`src/rtl/dit_pkg.sv`:
```
package dit_pkg;
    typedef enum logic [1:0] {
        T1_HALT    = 2'd0,
        T1_COUNT   = 2'd1,
        T1_WRAPPED = 2'd2
    } t1_state_e;

    typedef enum logic [1:0] {
        T2_IDLE  = 2'd0,
        T2_ARMED = 2'd1,
        T2_SPENT = 2'd2
    } t2_state_e;

    localparam logic [1:0] MODE_CONT = 2'b01;

    localparam int IDX_T1_CLO = 4;
    localparam int IDX_T1_CHI = 5;
    localparam int IDX_T1_LLO = 6;
    localparam int IDX_T1_LHI = 7;
    localparam int IDX_T2_LO  = 8;
    localparam int IDX_T2_HI  = 9;
endpackage

```
`src/rtl/dit_t1_unit.sv`:
```
module dit_t1_unit
    import dit_pkg::*;
#(
    parameter int DATA_W = 8,
    parameter int CNT_W  = 2 * DATA_W
) (
    input  logic              clk,
    input  logic              rst_n,
    input  logic              tick_en,
    input  logic              cont_mode,
    input  logic              wr_lat_lo,
    input  logic              wr_hi_start,
    input  logic              wr_hi_keep,
    input  logic [DATA_W-1:0] wdata,
    output logic [CNT_W-1:0]  cnt,
    output logic [CNT_W-1:0]  latch,
    output logic              set_pulse
);
    t1_state_e          state_q, state_d;
    logic [CNT_W-1:0]   cnt_d;

    // latch bytes
    always_ff @(posedge clk) begin
        if (!rst_n) begin
            latch <= '0;
        end else begin
            if (wr_lat_lo)
                latch[DATA_W-1:0] <= wdata;
            if (wr_hi_start || wr_hi_keep)
                latch[CNT_W-1:DATA_W] <= wdata;
        end
    end

    // state register
    always_ff @(posedge clk) begin
        if (!rst_n) begin
            state_q <= T1_HALT;
            cnt     <= '0;
        end else begin
            state_q <= state_d;
            cnt     <= cnt_d;
        end
    end

    // next state and outputs
    always_comb begin
        state_d   = state_q;
        cnt_d     = cnt;
        set_pulse = 1'b0;
        if (wr_hi_start) begin
            cnt_d   = {wdata, latch[DATA_W-1:0]};
            state_d = T1_COUNT;
        end else if (tick_en) begin
            unique case (state_q)
                T1_HALT: ;
                T1_COUNT: begin
                    cnt_d = cnt - 1'b1;
                    if (cnt == '0) begin
                        state_d   = T1_WRAPPED;
                        set_pulse = cont_mode;
                    end
                end
                T1_WRAPPED: begin
                    cnt_d   = cont_mode ? latch : cnt - 1'b1;
                    state_d = T1_COUNT;
                end
                default: state_d = T1_HALT;
            endcase
        end
    end
endmodule

```
`src/rtl/dit_t2_unit.sv`:
```
module dit_t2_unit
    import dit_pkg::*;
#(
    parameter int DATA_W = 8,
    parameter int CNT_W  = 2 * DATA_W
) (
    input  logic              clk,
    input  logic              rst_n,
    input  logic              tick_en,
    input  logic              wr_lo,
    input  logic              wr_hi_load,
    input  logic [DATA_W-1:0] wdata,
    output logic [CNT_W-1:0]  cnt,
    output logic [DATA_W-1:0] lat_lo,
    output logic              set_pulse
);
    t2_state_e         state_q, state_d;
    logic [CNT_W-1:0]  cnt_d;

    always_ff @(posedge clk) begin
        if (!rst_n)
            lat_lo <= '0;
        else if (wr_lo)
            lat_lo <= wdata;
    end

    always_ff @(posedge clk) begin
        if (!rst_n) begin
            state_q <= T2_IDLE;
            cnt     <= '0;
        end else begin
            state_q <= state_d;
            cnt     <= cnt_d;
        end
    end

    always_comb begin
        state_d   = state_q;
        cnt_d     = cnt;
        set_pulse = 1'b0;
        if (wr_hi_load) begin
            cnt_d   = {wdata, lat_lo};
            state_d = T2_ARMED;
        end else if (tick_en) begin
            unique case (state_q)
                T2_IDLE: ;
                T2_ARMED: begin
                    cnt_d = cnt - 1'b1;
                    if (cnt == '0) begin
                        state_d   = T2_SPENT;
                        set_pulse = 1'b1;
                    end
                end
                T2_SPENT: cnt_d = cnt - 1'b1;
                default:  state_d = T2_IDLE;
            endcase
        end
    end
endmodule

```
`src/rtl/dit_rd_mux.sv`:
```
module dit_rd_mux
    import dit_pkg::*;
#(
    parameter int DATA_W = 8,
    parameter int ADDR_W = 4,
    parameter int CNT_W  = 2 * DATA_W
) (
    input  logic              rd_en,
    input  logic [ADDR_W-1:0] addr,
    input  logic [CNT_W-1:0]  t1_cnt,
    input  logic [CNT_W-1:0]  t1_latch,
    input  logic [CNT_W-1:0]  t2_cnt,
    output logic [DATA_W-1:0] rdata
);
    always_comb begin
        rdata = '0;
        if (rd_en) begin
            unique case (int'(addr))
                IDX_T1_CLO: rdata = t1_cnt[DATA_W-1:0];
                IDX_T1_CHI: rdata = t1_cnt[CNT_W-1:DATA_W];
                IDX_T1_LLO: rdata = t1_latch[DATA_W-1:0];
                IDX_T1_LHI: rdata = t1_latch[CNT_W-1:DATA_W];
                IDX_T2_LO:  rdata = t2_cnt[DATA_W-1:0];
                IDX_T2_HI:  rdata = t2_cnt[CNT_W-1:DATA_W];
                default:    rdata = '0;
            endcase
        end
    end
endmodule

```
`src/rtl/dual_interval_timer.sv`:
```
module dual_interval_timer
    import dit_pkg::*;
#(
    parameter int DATA_W = 8,
    parameter int ADDR_W = 4
) (
    input  logic              clk,
    input  logic              rst_n,
    input  logic              tick_en,
    input  logic [1:0]        aux_mode,
    input  logic              wr_en,
    input  logic              rd_en,
    input  logic [ADDR_W-1:0] addr,
    input  logic [DATA_W-1:0] wdata,
    output logic [DATA_W-1:0] rdata,
    output logic              t1_flag_set,
    output logic              t1_flag_clr,
    output logic              t2_flag_set,
    output logic              t2_flag_clr
);
    localparam int CNT_W = 2 * DATA_W;

    logic [CNT_W-1:0]  t1_cnt, t1_latch, t2_cnt;
    logic [DATA_W-1:0] t2_lat_lo;
    logic              t1_set, t2_set;
    logic              w_t1_llo, w_t1_start, w_t1_keep, w_t2_lo, w_t2_hi;
    logic              r_t1_lo, r_t2_lo;

    always_comb begin
        w_t1_llo   = wr_en && (int'(addr) == IDX_T1_CLO || int'(addr) == IDX_T1_LLO);
        w_t1_start = wr_en && int'(addr) == IDX_T1_CHI;
        w_t1_keep  = wr_en && int'(addr) == IDX_T1_LHI;
        w_t2_lo    = wr_en && int'(addr) == IDX_T2_LO;
        w_t2_hi    = wr_en && int'(addr) == IDX_T2_HI;
        r_t1_lo    = rd_en && int'(addr) == IDX_T1_CLO;
        r_t2_lo    = rd_en && int'(addr) == IDX_T2_LO;
    end

    dit_t1_unit #(.DATA_W(DATA_W), .CNT_W(CNT_W)) t1_i (
        .clk         (clk),
        .rst_n       (rst_n),
        .tick_en     (tick_en),
        .cont_mode   (aux_mode == MODE_CONT),
        .wr_lat_lo   (w_t1_llo),
        .wr_hi_start (w_t1_start),
        .wr_hi_keep  (w_t1_keep),
        .wdata       (wdata),
        .cnt         (t1_cnt),
        .latch       (t1_latch),
        .set_pulse   (t1_set)
    );

    dit_t2_unit #(.DATA_W(DATA_W), .CNT_W(CNT_W)) t2_i (
        .clk        (clk),
        .rst_n      (rst_n),
        .tick_en    (tick_en),
        .wr_lo      (w_t2_lo),
        .wr_hi_load (w_t2_hi),
        .wdata      (wdata),
        .cnt        (t2_cnt),
        .lat_lo     (t2_lat_lo),
        .set_pulse  (t2_set)
    );

    dit_rd_mux #(.DATA_W(DATA_W), .ADDR_W(ADDR_W), .CNT_W(CNT_W)) rd_i (
        .rd_en    (rd_en),
        .addr     (addr),
        .t1_cnt   (t1_cnt),
        .t1_latch (t1_latch),
        .t2_cnt   (t2_cnt),
        .rdata    (rdata)
    );

    // set wins over clear in the same cycle
    always_comb begin
        t1_flag_set = t1_set;
        t2_flag_set = t2_set;
        t1_flag_clr = (w_t1_start || w_t1_keep || r_t1_lo) && !t1_set;
        t2_flag_clr = r_t2_lo && !t2_set;
    end
endmodule

```
`config.mk`:
```
export PLATFORM = sky130hd
export DESIGN_NAME = dual_interval_timer
export DESIGN_NICKNAME = d
export VERILOG_FILES = /design/src/rtl/dit_pkg.sv /design/src/rtl/dit_t1_unit.sv /design/src/rtl/dit_t2_unit.sv /design/src/rtl/dit_rd_mux.sv /design/src/rtl/dual_interval_timer.sv
export SDC_FILE = /design/constraint.sdc
export NUM_CORES = 1
export LEC_CHECK = 0
export ABC_AREA = 1
export BUFFER_PORTS_ARGS = -buffer_cell sky130_fd_sc_hd__buf_2
export CAP_MARGIN = 15
export CORE_ASPECT_RATIO = 1.1
export CORE_MARGIN = 2
export CORE_UTILIZATION = 45
export CTS_CLUSTER_SIZE = 12
export DETAILED_ROUTE_END_ITERATION = 16
export PLACE_DENSITY = 0.61
export SYNTH_ARGS = -nofsm -noshare
export SYNTH_HDL_FRONTEND = slang
export SYNTH_SLANG_ARGS = --single-unit
```
`constraint.sdc`:
```
create_clock -name clk -period 3.9 [get_ports clk]
set_input_delay 0.585 -clock clk [delete_from_list [all_inputs] [get_ports clk]]
set_output_delay 0.585 -clock clk [all_outputs]
set_load 0.05 [all_outputs]
```
==> run metrics, run 1 <==
status finished, final reports clean; Worst R2R Start t1_i.state_q[0]$_SDFFE_PN0P_; # setup viols final 0; Highest Clock Rate 356 MHz; first-pass GRT wire length 19500 um; switching share of power 33.6%; DR iter-0 viols 253; reg2reg path depth 8; clk slew on worst S/H paths 0.08 ns; CTS HTree Levels 3; # resized after CTS 0; R2R Path End t1_i.cnt[4]$_SDFFE_PN0P_; port bufs 30; Area contributors post-synth dfxtp_1 32%, nand2_1 12%, inv_1 9.4%; cts hold-fix bufs 0; Die ar. 0.00912 mm^2; skew final 0.00906 ns; Switch Pwr 541 uW; pin count of the biggest net entering global routing 38; synth warn 0; post-synth top area cell dfxtp_1; post-synth design cell area 0.00377 mm^2; DP HPWL 9010 um; Via-to-Cell Ratio 5.37; DR WL/cell 15.9 um; r2r setup slk 1.68 ns; Pint 1070 uW; GP Congestion 0.971; Rows 35; 1st-pass router iterations 5; CP Capture Type primary output; clock latency on the worst-skew pair 0.35 ns; CTS Buffer Depth 2; Vias 4067; Total Neg Setup Slack 0 ns; hold_ws 0.465 ns; total global-route track usage 27.2%; Min-Delay Endpoint t2_i.lat_lo[0]$_SDFFE_PN0P_; area fraction of the dominant cell type after synthesis 31.9%; Comb pwr share 22.0%; Rel. slew slack 39.7%; max-slew violations 0; library cells used by synthesis 25; vias in the first global route 3910; postcts setup bufs 0; syn_nets 644; Seq pwr share 40.9%; residual overflow from global routing 0; die height 100 um; period utilization 72.1%; CTS tree yes; fin crit period 2.81 ns; WL final 12000 um; Max VDD drop 0.236 mV; class of the worst hold path flip-flop to flip-flop; pwr dens 383 mW/mm^2; CP Max Fanout 8; core area 0.00828 mm^2; # DRC 0; antenna fix cells 0; Critical Path RT 3.31 ns; Synth Instances 614; clock share of power 37.0%; initial antenna violation count 0; Fin. Hold Viols 0; Slew @ Worst Pin 0.904 ns; Leak 0.00198 uW; Initial Util 45.5%; max_cap viols 0; crit path kind flip-flop to primary output; WHS Path Cells 2; die span in x 91.2 um; Num CTS Buffers 9; crit start category flip-flop; # IOs 31; post-synthesis sequential area ratio 31.9%; Fillers 875; hold path startpoint t2_i.lat_lo[0]$_SDFFE_PN0P_; Layout area overhead 11.4%; RSZ-0062 raised after global routing no; Yosys reg bits 60; crit path DAT 2.23 ns; Avg Cell Area, Syn 6.14 um^2; fraction of layout cells with a size suffix above 1 8.36%; ANT nets after route 0; Root Buffer clkbuf_8; CTS sink count 60; nets 671
per-layer routing:
layer	up-vias	GRT usage, %	wire length, um
met1	1846	34.1	5370
met4	0	12.2	450
met2	139	46.7	5670
met5	-	0	0
li1	2049	-	-
met3	33	3.75	553
layout make-up:
| type | instances | area (um^2) | area share (%) |
|---|---|---|---|
| multi-input cells | 440 | 2110 | 50.4 |
| clock inverters | 5 | 61.3 | 1.46 |
| well taps | 111 | 139 | 3.31 |
| flip-flops and latches | 60 | 1200 | 28.6 |
| clock buffers | 11 | 141 | 3.37 |
| inverters | 96 | 360 | 8.58 |
| repair buffers | 34 | 180 | 4.29 |
cells in the mapped netlist:
cell type,count
o221ai_1,2
o211ai_1,2
nor2_1,85
nor3_2,2
o21bai_1,1
nand4_1,5
nand3_1,41
ha_1,11
o22ai_1,25
nor3_1,13
o21ai_0,58
clkinv_1,1
buf_2,7
nor2_2,2
buf_1,1
inv_1,94
clkbuf_1,7
nand2_1,125
a31oi_1,1
buf_4,2
inv_2,1
xor2_1,7
a21oi_1,60
dfxtp_1,60
buf_6,1
power groups by stage:
stage | registers [uW] | clock network [uW] | logic (uW)
5_1_grt | 661 | 629 | 409
2_1_floorplan | 664 | 0 | 265
3_3_place_gp | 672 | 0 | 343
3_5_place_dp | 672 | 0 | 348
4_1_cts | 657 | 600 | 350
6_report | 659 | 596 | 354
layout by cell type (no fill, tap or decap), drive strengths merged, types with 2 or more instances in the layout:
cell type,count
nand2,125
inv,95
nor2,87
a21oi,60
dfxtp,60
o21ai,58
nand3,41
buf,34
o22ai,25
nor3,15
ha,11
clkbuf,11
xor2,7
nand4,5
clkinvlp,3
o211ai,2
o221ai,2
clkinv,2
cell families after synthesis:
group                      share of synthesized area (%)
and+or+nand+nor                                     29.8
AOI/OAI and AO/OA                                   21.1
xor gates and xnor gates                            1.63
buffers and inverters                               12.0
adders and majority gates                           3.65
DFF                                                 31.9
state kept, by name, summed over array words and instances, names as in the netlist:
name          count
t1_i.latch       16
t2_i.lat_lo       8
t1_i.cnt         16
t2_i.state_q      2
t1_i.state_q      2
t2_i.cnt         16
critical path: stages (launching register included):
cell and delay, ns:
dfxtp_1 0.32, inv_1 0.11, ha_1 0.22, nand2_1 0.13, nor2_2 0.31, nand3_1 0.16
nor3_1 0.30, buf_2 0.32
through the flow:
stage | utilization [%] | instances | setup slack (ns) | total power (uW) | cell area (um^2)
final | 50.7 | 757 | 1.09 | 1610 | 4200
after detailed placement | 48.3 | 741 | 1.14 | 1020 | 4000
after CTS | 50.7 | 757 | 1.07 | 1610 | 4200
after global routing | 50.7 | 757 | 0.941 | 1700 | 4200
after global placement | 48.3 | 741 | 1.20 | 1010 | 4000
after floorplan | - | 614 | 0.399 | 929 | 3770
worst max-delay path by stage:
| stage | slack [ns] | depth (start not counted) | start | endpoint |
|---|---|---|---|---|
| 2_1_floorplan | 0.40 | 8 | addr[3] | t1_flag_clr |
| 3_3_place_gp | 1.20 | 8 | addr[3] | t1_flag_set |
| 3_5_place_dp | 1.14 | 8 | addr[3] | t1_flag_set |
| 4_1_cts | 1.07 | 7 | t1_i.cnt[0]$_SDFFE_PN0P_ | t1_flag_set |
| 5_1_grt | 0.94 | 7 | t1_i.cnt[0]$_SDFFE_PN0P_ | t1_flag_set |
| 6_report | 1.09 | 7 | t1_i.cnt[0]$_SDFFE_PN0P_ | t1_flag_set |
No activity file was read; power rests on OpenSTA's default activity.
==> inputs of run 2 (changes only) <==
- clock period: 3.9 -> 2.63 ns (I/O delays scaled with it)
==> run metrics, run 2 (synthesis results as in run 1) <==
ANT nets after route 0; first-pass GRT wire length 19800 um; crit path kind flip-flop to primary output; reg2reg path depth 10; period utilization 92.9%; DR WL/cell 15.9 um; Root Buffer clkbuf_8; CP Max Fanout 4; hold path startpoint wdata[4]; pin count of the biggest net entering global routing 37; Layout area overhead 13.0%; Highest Clock Rate 409 MHz; DR iter-0 viols 240; die span in x 91.2 um; max-slew violations 0; crit start category flip-flop; residual overflow from global routing 0; design area 0.00426 mm^2; max_cap viols 0; pwr dens 557 mW/mm^2; Fin. Hold Viols 0; Max VDD drop 0.248 mV; total global-route track usage 27.7%; R2R Path End t2_i.cnt[9]$_SDFFE_PN0P_; DP HPWL 9190 um; clock share of power 35.9%; antenna fix cells 0; 1st-pass router iterations 5; r2r setup slk 0.83 ns; port bufs 30; die height 100 um; clk slew on worst S/H paths 0.08 ns; fraction of layout cells with a size suffix above 1 9.80%; Rows 35; Comb pwr share 22.8%; commonest non-fill, non-tap cell in the layout nand2_1; Critical path origin t1_i.cnt[0]$_SDFFE_PN0P_; # IOs 31; WHS Path Cells 3; Via-to-Cell Ratio 5.37; Worst R2R Start t2_i.state_q[0]$_SDFFE_PN0P_; # DRC 0; placed cell count 748; Initial Util 45.5%; Pint 1560 uW; Critical Path RT 2.24 ns; # setup viols final 0; vias in the first global route 3993; CTS tree yes; RSZ-0062 raised after global routing no; nets 678; class of the worst hold path primary input to flip-flop; fin crit period 2.44 ns; Rel. slew slack 37.7%; Switch Pwr 811 uW; Die ar. 0.00912 mm^2; clock latency on the worst-skew pair 0.35 ns; CTS sink count 60; CP Capture Type primary output; DP Area 0.00406 mm^2; WL final 12100 um; status finished, final reports clean; Slew @ Worst Pin 0.934 ns; Layout Utilization 51.4%; Vias 4105; Min-Delay Endpoint t2_i.lat_lo[4]$_SDFFE_PN0P_; skew final 0.00726 ns; CTS Buffer Depth 2; initial antenna violation count 0; cts hold-fix bufs 0; GP Congestion 0.960; crit path DAT 2.05 ns; Leak 0.00201 uW; CTS HTree Levels 3; Num CTS Buffers 9; Largest regs t1_i.cnt x16, t1_i.latch x16, t2_i.cnt x16; core area 0.00828 mm^2; most frequent cells in the layout 125 x nand2_1, 94 x inv_1, 85 x nor2_1; Seq pwr share 41.2%; Final Non-Filler Cells 764; switching share of power 34.2%; Total Neg Setup Slack 0 ns
-- run 2: cell types whose count changed in the layout (fill, tap and decap cells not counted) --
cell      delta
nor3_4       +1
clkbuf_8     -1
nor3_2       +1
clkbuf_1     -1
clkinv_2     +3
buf_4        +7
nor3_1       -2
clkinv_4     -1
-- run 2: worst max-delay path by stage --
stage | to | slack (ns) | depth (start not counted)
floorplan | t1_flag_clr | 0.06 | 8
global placement | rdata[7] | 0.48 | 7
detailed placement | t2_i.cnt[0]$_SDFFE_PN0P_ | 0.44 | 10
CTS | t1_flag_clr | 0.15 | 8
global route | t1_flag_clr | 0.02 | 8
finish | t1_flag_clr | 0.19 | 8
-- run 2: worst max-delay path, cell delays in order (launching register included) --
cell     delay [ns]
dfxtp_1        0.33
inv_1          0.12
ha_1           0.24
nand2_1        0.13
nor2_2         0.14
nand3_1        0.16
nor3_4         0.25
a21oi_1        0.10
buf_2          0.22
-- run 2: area by class of cell --
cell class | instances | area, um^2
well taps | 111 | 139
repair buffers | 41 | 233
clock buffers | 9 | 124
clock inverters | 7 | 67.6
fillers | 872 | 4020
flip-flops and latches | 60 | 1200
inverters | 96 | 360
multi-input cells | 440 | 2130
-- run 2: timing repair --
action / CTS / global route
endpoints found under the setup margin: 0 / 1
resized for setup: 0 / 1
setup buffers: 0 / 0
-- run 2: power by group through the flow --
stage                     sequential (uW)  clock [uW]  combinational (uW)
after global placement                996           0                 523
after global routing                  981         889                 616
after detailed placement              995           0                 525
final                                 976         851                 541
after CTS                             975         849                 528
after floorplan                       985           0                 395
-- run 2: routing by layer --
metal,wire [um],vias to the layer above,global-route usage [%]
met4,563,0,16.1
li1,-,2072,-
met3,573,41,3.53
met2,5790,134,48.3
met5,0,-,0
met1,5180,1858,32.9
-- run 2: stage by stage --
stage | setup WS (ns) | hold WS, ns | total power, uW
2_1_floorplan | 0.0649 | 0.424 | 1380
3_3_place_gp | 0.483 | 0.439 | 1520
3_5_place_dp | 0.435 | 0.441 | 1520
4_1_cts | 0.152 | 0.329 | 2350
5_1_grt | 0.0216 | 0.394 | 2490
6_report | 0.187 | 0.336 | 2370
==> inputs of run 3 (changes only) <==
- PLACE_DENSITY: 0.61 -> 0.63
==> run metrics, run 3 (synthesis results as in run 1) <==
status finished, final reports clean; clock share of power 36.5%; die height 100 um; Max VDD drop 0.291 mV; clock latency on the worst-skew pair 0.35 ns; core area 0.00828 mm^2; switching share of power 33.5%; Slew @ Worst Pin 0.899 ns; r2r setup slk 0.71 ns; GP Congestion 0.980; Switch Pwr 798 uW; vias in the first global route 3891; pwr dens 561 mW/mm^2; fraction of layout cells with a size suffix above 1 9.66%; CP Capture Type primary output; Tot Pwr 2380 uW; Comb pwr share 22.5%; CTS Buffer Depth 2; Reg area 0.00120 mm^2; Seq pwr share 41.0%; crit path DAT 1.98 ns; Rel. slew slack 40.0%; Rows 35; max_cap viols 0; max-slew violations 0; Largest regs t1_i.cnt x16, t1_i.latch x16, t2_i.cnt x16; Fillers 850; hold path startpoint wdata[5]; WL final 11700 um; DR WL/cell 15.4 um; Vias 4137; clk slew on worst S/H paths 0.08 ns; CTS HTree Levels 3; # resized after CTS 0; # DRC 0; Total Neg Setup Slack 0 ns; DP HPWL 8960 um; critical path capture point t1_flag_set; ANT nets after route 0; DR iter-0 viols 291; die span in x 91.2 um; residual overflow from global routing 0; Worst R2R Start t2_i.state_q[0]$_SDFFE_PN0P_; multi-input combinational cell area 0.00212 mm^2; Pint 1590 uW; total global-route track usage 27.0%; skew final 0.00640 ns; Critical path origin t1_i.cnt[0]$_SDFFE_PN0P_; Num CTS Buffers 9; pin count of the biggest net entering global routing 37; R2R Path End t2_i.cnt[9]$_SDFFE_PN0P_; first-pass GRT wire length 19400 um; postcts setup bufs 0; CTS tree yes; Leak 0.00202 uW; period utilization 90.2%; cts hold-fix bufs 0; port bufs 30; CP Max Fanout 4; Root Buffer clkbuf_8; fin crit period 2.37 ns; # setup viols final 0; Highest Clock Rate 422 MHz; crit start category flip-flop; Critical Path RT 2.24 ns; reg2reg path depth 10; antenna fix cells 0; Initial Util 45.5%; nets 677; crit path kind flip-flop to primary output; commonest non-fill, non-tap cell in the layout nand2_1; # IOs 31; Fin. Hold Viols 0; CTS sink count 60; Via-to-Cell Ratio 5.42; RSZ-0062 raised after global routing no; Die ar. 0.00912 mm^2; Layout area overhead 12.9%; initial antenna violation count 0; class of the worst hold path primary input to flip-flop; most frequent cells in the layout 125 x nand2_1, 94 x inv_1, 85 x nor2_1; 1st-pass router iterations 5
-- run 3: changes by cell type in the layout (fill, tap and decap cells not counted) --
cell / delta
clkinv_2: -1
clkbuf_8: +1
buf_4: -1
clkinv_4: +1
nor3_2: +1
nor3_4: -1
clkinvlp_4: -1
-- run 3: area by class of cell --
type,count,share of cell area [%]
timing repair buffer,40,5.30
clock inverter,6,1.50
multi-input combinational,440,50.0
sequential,60,28.3
clock buffer,10,3.24
inverter,96,8.48
tap,111,3.27
-- run 3: metal layers --
layer / vias to the layer above / share of wire (%) / global-route usage, %
li1: 2069 / - / -
met2: 152 / 47 / 45.9
met3: 43 / 5.5 / 4.20
met4: 0 / 4.7 / 14.5
met5: - / 0 / 0
met1: 1873 / 42 / 33.1
-- run 3: worst min-delay path by stage --
stage / endpoint / slack [ns] / cells past startpoint
after floorplan: t2_i.lat_lo[2]$_SDFFE_PN0P_ / 0.42 / 2
after global routing: t2_i.lat_lo[2]$_SDFFE_PN0P_ / 0.36 / 3
final: t2_i.lat_lo[5]$_SDFFE_PN0P_ / 0.35 / 3
after global placement: t2_i.lat_lo[2]$_SDFFE_PN0P_ / 0.44 / 2
after CTS: t2_i.lat_lo[3]$_SDFFE_PN0P_ / 0.34 / 3
after detailed placement: t2_i.lat_lo[2]$_SDFFE_PN0P_ / 0.44 / 2
-- run 3: power by group through the flow --
stage / Sequential, uW / Combinational [uW] / Clock, uW
after floorplan: 985 / 395 / 0
after global placement: 996 / 519 / 0
after detailed placement: 996 / 527 / 0
after CTS: 975 / 530 / 879
after global routing: 980 / 619 / 926
final: 977 / 536 / 872
-- run 3: critical path: stages (launching register included) --
cell     delay [ns]
dfxtp_1        0.33
inv_1          0.13
ha_1           0.24
nand2_1        0.14
nor2_2         0.13
nand3_1        0.14
nor3_2         0.23
buf_2          0.30
-- run 3: through the flow --
stage	hold WS, ns	instance area (um^2)	worst slack, ns	std cells	utilization (%)
global placement	0.440	4050	0.447	747	48.9
global route	0.355	4250	0.106	763	51.4
floorplan	0.424	3780	0.0649	614	-
CTS	0.343	4250	0.251	763	51.4
detailed placement	0.436	4050	0.359	747	48.9
finish	0.347	4250	0.258	763	51.4
